`src/rtl/mau_pkg.sv`:
```
package mau_pkg;
  typedef enum logic [1:0] {
    MODE_NONE = 2'b00,
    MODE_INC  = 2'b01,
    MODE_IDX  = 2'b10,
    MODE_RSV  = 2'b11
  } addrMode_e;

  typedef struct packed {
    logic useAdd;   // advance the pointer
    logic useIdx;   // addend is the index register rather than the step
    logic doWrap;   // substitute the start offset
    logic load;     // capture into writeback register
  } mauStrobe_t;
endpackage

```
`src/rtl/mau_ctrl.sv`:
```
module mau_ctrl
  import mau_pkg::*;
#(
  parameter int OFFW = 16
) (
  input  logic            clk,
  input  logic            rstN,
  input  logic            accessValid,
  input  addrMode_e       mode,
  input  logic [OFFW-1:0] ptrLow,
  input  logic [OFFW-1:0] endOff,
  input  logic            busSelY,
  input  logic            enX,
  input  logic            enY,
  output mauStrobe_t      strb
);
  logic enSel;
  logic endHit;
  logic stepping;

  always_comb begin
    enSel    = busSelY ? enY : enX;
    endHit   = (ptrLow[OFFW-1:1] == endOff[OFFW-1:1]);
    stepping = (mode == MODE_INC) || (mode == MODE_IDX);
    strb.useAdd = stepping;
    strb.useIdx = (mode == MODE_IDX);
    strb.doWrap = stepping && enSel && endHit;
    strb.load   = accessValid;
  end

  // a non-stepping access never requests a wrap or an add
  p_noupdate_quiet_r5: assert property (@(posedge clk) disable iff (!rstN)
    ((mode == MODE_NONE) || (mode == MODE_RSV)) |-> (!strb.doWrap && !strb.useAdd));

  // with both enables low no wrap can be requested
  p_disabled_nowrap_r2: assert property (@(posedge clk) disable iff (!rstN)
    (!enX && !enY) |-> !strb.doWrap);
endmodule

```
`src/rtl/mau_datapath.sv`:
```
module mau_datapath
  import mau_pkg::*;
#(
  parameter int WIDTH = 32,
  parameter int OFFW  = 16,
  parameter int STEP  = 2
) (
  input  logic             clk,
  input  logic             rstN,
  input  mauStrobe_t       strb,
  input  logic [WIDTH-1:0] curPtr,
  input  logic [WIDTH-1:0] idxVal,
  input  logic [OFFW-1:0]  startOff,
  output logic [WIDTH-1:0] nextPtr,
  output logic [WIDTH-1:0] ptrReg,
  output logic             wrapPulse
);
  localparam int HIW = WIDTH - OFFW;

  logic [WIDTH-1:0] addend;
  logic [WIDTH-1:0] sum;
  logic [WIDTH-1:0] raw;

  always_comb begin
    addend = strb.useIdx ? idxVal : WIDTH'(STEP);
    sum    = curPtr + addend;
    if (strb.doWrap)
      raw = {curPtr[WIDTH-1:OFFW], startOff};
    else if (strb.useAdd)
      raw = sum;
    else
      raw = curPtr;
    nextPtr = {raw[WIDTH-1:1], 1'b0};
  end

  always_ff @(posedge clk or negedge rstN) begin
    if (!rstN) begin
      ptrReg    <= '0;
      wrapPulse <= 1'b0;
    end else begin
      if (strb.load) ptrReg <= nextPtr;
      wrapPulse <= strb.load && strb.doWrap;
    end
  end

  // a wrap keeps the upper half and loads the start offset
  p_wrap_value_r4: assert property (@(posedge clk) disable iff (!rstN)
    strb.doWrap |-> (nextPtr[WIDTH-1:OFFW] == curPtr[WIDTH-1:OFFW]) &&
                    (nextPtr[OFFW-1:1] == startOff[OFFW-1:1]));

  // writeback holds without an access strobe
  p_hold_r9: assert property (@(posedge clk) disable iff (!rstN)
    !strb.load |=> $stable(ptrReg));

  // writeback captures the updated pointer
  p_load_r9: assert property (@(posedge clk) disable iff (!rstN)
    strb.load |=> (ptrReg == $past(nextPtr)));

  // wrap pulse only follows an access
  p_pulse_r9: assert property (@(posedge clk) disable iff (!rstN)
    wrapPulse |-> $past(strb.load));

  // registered pointer is always even
  p_even_r7: assert property (@(posedge clk) disable iff (!rstN)
    ptrReg[0] == 1'b0);

  logic unusedHi;
  assign unusedHi = ^HIW;
endmodule

```
`src/rtl/mod_ptr_update.sv`:
```
module mod_ptr_update
  import mau_pkg::*;
#(
  parameter int WIDTH = 32,
  parameter int OFFW  = 16,
  parameter int STEP  = 2
) (
  input  logic             clk,
  input  logic             rstN,
  input  logic             accessValid,
  input  logic [WIDTH-1:0] curPtr,
  input  logic [1:0]       addrMode,
  input  logic [WIDTH-1:0] idxVal,
  input  logic             busSelY,
  input  logic [2*OFFW-1:0] modReg,
  input  logic             enX,
  input  logic             enY,
  output logic [WIDTH-1:0] nextPtr,
  output logic [WIDTH-1:0] ptrReg,
  output logic             wrapPulse
);
  mauStrobe_t strb;
  logic [OFFW-1:0] endOff;
  logic [OFFW-1:0] startOff;

  assign endOff   = modReg[2*OFFW-1:OFFW];
  assign startOff = modReg[OFFW-1:0];

  mau_ctrl #(.OFFW(OFFW)) u_ctrl (
    .clk         (clk),
    .rstN        (rstN),
    .accessValid (accessValid),
    .mode        (addrMode_e'(addrMode)),
    .ptrLow      (curPtr[OFFW-1:0]),
    .endOff      (endOff),
    .busSelY     (busSelY),
    .enX         (enX),
    .enY         (enY),
    .strb        (strb)
  );

  mau_datapath #(.WIDTH(WIDTH), .OFFW(OFFW), .STEP(STEP)) u_dp (
    .clk       (clk),
    .rstN      (rstN),
    .strb      (strb),
    .curPtr    (curPtr),
    .idxVal    (idxVal),
    .startOff  (startOff),
    .nextPtr   (nextPtr),
    .ptrReg    (ptrReg),
    .wrapPulse (wrapPulse)
  );
endmodule

```
`config.mk`:
```
export PLATFORM = sky130hd
export DESIGN_NAME = mod_ptr_update
export DESIGN_NICKNAME = d
export VERILOG_FILES = /design/src/rtl/mau_pkg.sv /design/src/rtl/mau_ctrl.sv /design/src/rtl/mau_datapath.sv /design/src/rtl/mod_ptr_update.sv
export SDC_FILE = /design/constraint.sdc
export NUM_CORES = 1
export LEC_CHECK = 0
export BUFFER_PORTS_ARGS = -buffer_cell sky130_fd_sc_hd__buf_2
export CORE_UTILIZATION = 52
export DETAILED_ROUTE_END_ITERATION = 12
export PLACE_DENSITY_LB_ADDON = 0.15
export SYNTH_ARGS = -nofsm -noshare
export SYNTH_HDL_FRONTEND = slang
export SYNTH_SLANG_ARGS = --single-unit
```
`constraint.sdc`:
```
create_clock -name clk -period 9.6 [get_ports clk]
set_input_delay 0.96 -clock clk [delete_from_list [all_inputs] [get_ports clk]]
set_output_delay 0.96 -clock clk [all_outputs]
set_load 0.1 [all_outputs]
```
=== After elaboration in Yosys (flattened, before gate mapping) ===
Index checks and enable logic that the tools add are counted.

* Muxes and demuxes: 4
* Add/subtract/negate cells: 1
* Eq/ne operators: 3
* Reduce and logical (&&, ||, !) cells: 4

{| class="wikitable"
|+ Operators by type and width
! kind !! number
|-
| 32-bit 2-to-1 mux || 3
|-
| 32-bit adder || 1
|-
| 15-bit equality test || 1
|-
| 1-bit logical AND || 3
|-
| 2-bit by 1-bit equality test with 1-bit output (second input constant) || 1
|-
| 2-bit equality test (second input constant) || 1
|-
| 1-bit logical OR || 1
|-
| 1-bit 2-to-1 mux || 1
|}

* Word-level logic and storage cells: 14
* Register bits after elaboration: 32
* Input port bits: 104

=== Longest topological paths before layout ===
Gate-level depths: netlist (run 1).

* Depth after elaboration: 5
* Mapped depth: 15

=== Cells and area by module ===
From an unflattened synthesis (run 1), not the netlist that was laid out.

* Cell total of the unflattened synthesis: 480
* Area total of the unflattened synthesis: 3933.8 um^2

{| class="wikitable"
|+ Modules (own cells, without submodules)
! module !! cells an instance !! seq. area each (um^2) !! times used !! area each (um^2)
|-
| mau_datapath || 453 || 800.8 || 1 || 3716.1
|-
| mau_ctrl || 27 || 0.0 || 1 || 217.7
|}

=== Worst setup path before layout (run 1) ===
OpenSTA, ideal clock, no wires.

* Path type: input -> output
* Start point: in addrMode[0]
* End point: out nextPtr[29]
* Required time: 8.640 ns
* Path slack: 3.277 ns
* Stages: 14
* Arrival time: 5.363 ns
* Buffers on the path: 2
* Path through: inv_1 ha_1 clkbuf_1 and2_1 ha_1 clkbuf_1 a21o_1 a31oi_1 a2bb2oi_1 nand3_1 nand4_1 a31oi_1 o21a_1 o31ai_1

* Cells in the longest elaborated chain, start to end: 5
* Elaborated cells between the ends (all ways): 9
* Those cells by class: 1 x add/sub; 2 x eq/ne; 3 x mux; 3 x reduce/logical

{| class="wikitable"
|+ Ends and longest elaborated chain
! item !! RTL line !! source
|-
| start: declaration || mod_ptr_update.sv:12 || <nowiki>input logic [1:0] addrMode,</nowiki>
|-
| 2-bit equality test or 2-bit by 1-bit equality test with 1-bit output (tied branches) || mau_ctrl.sv:24, mau_ctrl.sv:26 ||
|-
| 32-bit 2-to-1 mux or 1-bit logical OR (tied branches) || mau_datapath.sv:25, mau_ctrl.sv:24 ||
|-
| 32-bit adder or 1-bit logical AND (tied branches) || mau_datapath.sv:26, mau_ctrl.sv:27 ||
|-
| 32-bit 2-to-1 mux or 1-bit logical AND (tied branches) || mau_datapath.sv:29, mau_ctrl.sv:27 ||
|-
| 32-bit 2-to-1 mux * || mau_datapath.sv:27 || <nowiki>if (strb.doWrap)</nowiki>
|-
| end: declaration || mod_ptr_update.sv:18 || <nowiki>output logic [WIDTH-1:0] nextPtr,</nowiki>
|}

Every way passes the cells marked *; elsewhere a longest branch is shown, timed or not.

=== Worst setup path in the final report (run 1) ===
* Start point: in addrMode[0]
* End point: out nextPtr[31]

The elaborated chain is that of the path after synthesis.

==> metrics, run 1 <==
run status=finished clean; Period Utilization, post-route=59.8%; CTS Buf Count=5; first-pass GRT wire length=17.0 mm; Worst EP arrival=4780 ps; Final Skew=0 ps; non-filler cells, final=705; commonest non-fill, non-tap cell in the layout=buf_2; First-pass DRT Iterations=5; Max H-tree Level=2; Slew Limit Fails=0; placed cell areas=4520 um^2; Leakage=2.41 nW; critical path capture point type=output port; Startpoint Class=input port; Synth top area share=21.8%; max cap viols=0; Yosys reg bits=32; EDFF count, synth=0; VDD IR-drop max=0.206 mV; Max stage delay on crit path=1030 ps; Clock Pin Slew Worst Setup and Hold Paths=70 ps; FMAX=174 MHz; layout cells sized above 1=33.8%; CP required=8640 ps; Netlist cell types=51; Synth area leaders=dfrtp_1 (22%), ha_1 (11%), mux2_2 (9.2%); Pwr Total=0.895 mW; Synth area leader=dfrtp_1; Gate Count Post-Synth=460; Layout Cell Area excl Fill=4640 um^2; Final Routed Wirelength=10.6 mm; slew margin rel.=31.5%; Placed Cells=697; Ports=169; Slowest cell on crit path=nand2_1; Primary FF master, synth=dfrtp_1; most frequent cells in the layout=buf_2 (164), a21oi_1 (46), nand2_1 (43); Slew @ Worst Pin=1030 ps; gr ovfl total=0; initial core utilization=54.1%; chip height=86.1 um; Residual DRC=0; number of DRC markers in iteration 0=128; post-DP HPWL=8.51 mm; Rows=30; Setup TNS Final=0 ps; Worst Path Max Fanout=29; Die Area=7410 um^2; Clock Sinks=32; Ys Warns=0; Final Net Count=744; Crit path top cell by count=buf_2; critical path class=input port to output port; CP Cell Sequence=buf_2 > inv_1 > ha_1 > nor3_1 > nand3_1 > nand2_1 > a21oi_1 > mux2i_1 > xnor2_1 > buf_2; Max clock buf depth=2; gpl congestion=0.928; number of global-route vias before repair=3,691; cts repair resizes=0; WL per Instance=15.1 um; core footprint=6790 um^2; clock latency on the worst-skew pair=280 ps; vias=3,895; Post-Synthesis Cell Area=3680 um^2; Power Dens Cells=193 nW/um^2; synthesized area per cell=7.99 um^2; RSZ-0062 raised after global routing=no; CTS root buf=clkbuf_8; asr flop ratio synth=100%; die width=86.1 um; DR vias/cell=5.52; largest net degree at the start of global routing=34; CTS tree=built; Routed Antenna Nets=0; worst min-delay path class=flip-flop to flip-flop; post-synthesis sequential area ratio=21.8%; Hold-fix buffers, CTS=0; initial antenna violation count=0; Min Hold Slack=486 ps; Port-buffer cells=164; Area Growth Syn to Fin=26.3%; Final setup viols=0; antenna cells=0; Fin. Hold Viols=0; post-layout min period=5740 ps; Total GRT Usage=29.1%; Post-CTS Setup Bufs=0
flip-flops by register name, indices dropped and copies added, names as in the netlist:
name and flops:
u_dp.wrapPulse 1, u_dp.ptrReg 31
critical path, delay by kind of cell:
| family | cells | cell delay (ps) |
|---|---|---|
| AND/OR/NAND/NOR | 3 | 2150 |
| AO/OA/AOI/OAI | 1 | 90 |
| XOR/XNOR | 1 | 160 |
| adder cells (fa/ha/maj) | 1 | 600 |
| multiplexers | 1 | 240 |
| buffers and inverters | 3 | 550 |
layer usage:
metal / global-route usage [%] / share of wire (%) / up-vias
met5: 0 / 0 / -
met3: 5.20 / 6.6 / 24
met1: 37.0 / 43 / 1771
li1: - / - / 1932
met2: 49.9 / 48 / 168
met4: 9.09 / 2.4 / 0
where the power goes:
part           internal [mW]  switching (mW)  leakage [nW]
sequential             0.160          0.0120         0.383
clock                 0.0916          0.0544        0.0645
combinational          0.116           0.461          1.96
total                  0.368           0.527          2.41
stage by stage:
stage | worst slack (ps) | util (%)
3_3_place_gp | 3920 | 66.5
5_1_grt | 3510 | 68.4
6_report | 3860 | 68.4
4_1_cts | 3890 | 68.4
2_1_floorplan | 3280 | -
3_5_place_dp | 3890 | 66.5
area by class of cell:
type,instances,area (um^2)
Tap cell,96,120
Clock inverter,1,30.0
Clock buffer,7,96.3
Multi-Input combinational cell,390,2720
Timing Repair Buffer,164,821
Fill cell,605,2150
Sequential cell,32,801
Inverter,15,56.3
final timing paths:
check / startpoint / to / slack (ps) / cells past startpoint
max in group asynchronous: rstN / u_dp.ptrReg[13] / 8390 / 1
worst max register to register: u_dp.ptrReg[29] / u_dp.ptrReg[29] / 8830 / 1
worst max-delay path: addrMode[0] / nextPtr[31] / 3860 / 10
min in group asynchronous: rstN / u_dp.ptrReg[23] / 730 / 1
worst min-delay path: u_dp.ptrReg[12] / u_dp.ptrReg[12] / 490 / 2
worst min register to register: u_dp.ptrReg[12] / u_dp.ptrReg[12] / 490 / 2
synthesized netlist by cell type (2+ instances only):
| cell | count |
|---|---|
| nor4_1 | 2 |
| o211a_1 | 3 |
| xnor2_1 | 22 |
| xor2_1 | 17 |
| o211ai_1 | 2 |
| mux2i_1 | 5 |
| buf_1 | 4 |
| nor2_1 | 37 |
| nand2b_1 | 2 |
| nand4_1 | 7 |
| a31oi_1 | 8 |
| mux2_2 | 30 |
| buf_2 | 3 |
| clkbuf_1 | 14 |
| o21ai_0 | 18 |
| and3_1 | 4 |
| nor2b_1 | 3 |
| a21o_1 | 15 |
| a211oi_1 | 7 |
| inv_1 | 14 |
| o31ai_1 | 5 |
| nor3_1 | 8 |
| a21oi_1 | 46 |
| nand2_1 | 43 |
| nand3_1 | 8 |
| dfrtp_1 | 32 |
| and2_1 | 30 |
| o21a_1 | 6 |
| buf_4 | 2 |
| o21ai_1 | 10 |
| o21bai_1 | 3 |
| ha_1 | 31 |
cells by family after synthesis:
logic type | after synthesis | share of synthesized area [%]
xor gates and xnor gates | 39 | 9.29
DFF | 32 | 21.8
other | 1 | 0.102
and+or+nand+nor | 149 | 19.8
buffers and inverters | 39 | 4.32
adders and majority gates | 32 | 11.1
AOI/OAI and AO/OA | 132 | 22.7
muxes | 36 | 10.9
Note: power is estimated with default switching activity, not from simulation.
==> run 2: changes to the inputs <==
- CORE_UTILIZATION: 52 -> 48
- clock period: 9.6 -> 5.7 ns (I/O delays scaled with it)
==> run 2 against run 1 <==
  * Design area down 0.48%
  * Combinational power up 68%
  * Register-to-register slack worse by 3900 ps
  * Largest power group unchanged
  * Global-route usage down 1.5 points
  * Clock skew unchanged
  * Total power up 62%
  * Clock power up 30%
==> metrics, run 2 (synthesized netlist as in run 1, its figures left out) <==
commonest non-fill, non-tap cell in the layout=buf_2 (unchanged); Biggest register=u_dp.ptrReg (unchanged); Residual DRC=0 (unchanged); number of DRC markers in iteration 0=183 (was 128); Post-CTS Setup Bufs=0 (unchanged); Pwr Total=1.45 mW (was 0.895 mW); Clock Pin Slew Worst Setup and Hold Paths=70 ps (about the same); layout cells sized above 1=33.9% (was 33.8%); Ports=169 (unchanged); Max H-tree Level=2 (unchanged); Die Area=8010 um^2 (was 7410 um^2); Power Dens Cells=314 nW/um^2 (was 193 nW/um^2); critical path capture point type=output port (unchanged); RSZ-0062 raised after global routing=no (unchanged); WL per Instance=15.3 um (was 15.1 um); Clock Sinks=32 (unchanged); clock latency on the worst-skew pair=280 ps (about the same); VDD IR-drop max=0.348 mV (was 0.206 mV); Port-buffer cells=164 (unchanged); most frequent cells in the layout=buf_2 (164), a21oi_1 (46), nand2_1 (43) (unchanged); CP required=5130 ps (was 8640 ps); Worst Path Max Fanout=33 (was 29); Layout Cell Area excl Fill=4620 um^2 (was 4640 um^2); placed cell areas=4530 um^2 (was 4520 um^2); non-filler cells, final=709 (was 705); Placed Cells=701 (was 697); core footprint=7330 um^2 (was 6790 um^2); worst min-delay path class=input port to asynchronous set/reset pin (was flip-flop to flip-flop); Final Net Count=745 (was 744); Leakage=2.40 nW (was 2.41 nW); post-DP HPWL=8.74 mm (was 8.51 mm); Largest regs=u_dp.ptrReg x31, u_dp.wrapPulse x1 (unchanged); first-pass GRT wire length=16.9 mm (was 17.0 mm); Period Utilization, post-route=87.3%; antenna cells=0 (unchanged); Total GRT Usage=27.5% (was 29.1%); Area Growth Syn to Fin=25.7% (was 26.3%); gr ovfl total=0 (unchanged); critical path class=input port to output port (unchanged); Startpoint Class=input port (unchanged); CTS root buf=clkbuf_8 (unchanged); number of global-route vias before repair=3,641 (was 3,691); Final Skew=0 ps (unchanged); Setup TNS Final=0 ps (unchanged); initial core utilization=50.1% (was 54.1%); post-layout min period=4980 ps; max cap viols=0 (unchanged); Worst EP arrival=4410 ps (was 4780 ps); Hold-fix buffers, CTS=0 (unchanged); largest net degree at the start of global routing=34 (unchanged); Slew Limit Fails=0 (unchanged); Fin. Hold Viols=0 (unchanged); Worst R2R Path Depth=1 (unchanged); First-pass DRT Iterations=5 (unchanged); gpl congestion=0.924 (was 0.928); vias=3,918 (was 3,895); initial antenna violation count=0 (unchanged); run status=finished clean (unchanged); die width=89.5 um (was 86.1 um); slew margin rel.=32.7% (was 31.5%); Max clock buf depth=2 (unchanged); CTS Buf Count=5 (unchanged); Final Routed Wirelength=10.8 mm (was 10.6 mm); Final setup viols=0 (unchanged); Routed Antenna Nets=0 (unchanged); chip height=89.5 um (was 86.1 um); Slew @ Worst Pin=1010 ps (was 1030 ps); max reg flops=31 (unchanged); DR vias/cell=5.53 (was 5.52); Rows=31 (was 30); cts repair resizes=0 (unchanged); FMAX=201 MHz; CTS tree=built (unchanged)
[run 2: layout make-up]
type / count / area (um^2)
repair buffers: 165 / 828
well taps: 99 / 124
fillers: 693 / 2710
clock buffers: 6 / 82.6
inverters: 15 / 56.3
clock inverters: 2 / 10.0
flip-flops and latches: 32 / 801
multi-input cells: 390 / 2720
[run 2: report_power, final]
group          internal [mW]  switching [mW]  total (mW)
Sequential             0.269          0.0196       0.289
Combinational          0.196           0.776       0.972
Clock                 0.0965          0.0935       0.190
[run 2: critical path, stage by stage]
cell and delay [ps]:
buf_2 90, inv_1 50, ha_1 810, and2_1 230
ha_1 270, nor2b_4 160, o311ai_4 280, a32oi_1 210
a221o_1 410, o21a_1 220, o21a_1 180, o21a_1 180
o31ai_2 250, buf_2 480
[run 2: path summary, 6_finish.rpt]
path	from	end	slack, ps
max	addrMode[0]	nextPtr[24]	720
min in group clk	u_dp.ptrReg[24]	u_dp.ptrReg[24]	490
min reg2reg	u_dp.ptrReg[24]	u_dp.ptrReg[24]	490
max in group asynchronous	rstN	u_dp.ptrReg[30]	4820
min	rstN	u_dp.ptrReg[16]	370
max reg2reg	u_dp.ptrReg[13]	u_dp.ptrReg[13]	4930
[run 2: metrics by stage]
step	utilization [%]	hold WS [ps]	worst slack, ps
2_1_floorplan	-	274	157
3_3_place_gp	61.8	464	783
3_5_place_dp	61.8	476	695
4_1_cts	63.0	393	695
5_1_grt	63.0	436	446
6_report	63.0	375	722
[run 2: metal layers]
metal  up-vias  GRT usage (%)  wire, um
li1       1939              -         -
met1      1784           36.2      4930
met2       177           45.2      4910
met3        18           5.36       794
met4         0           9.24       208
met5         -              0         0
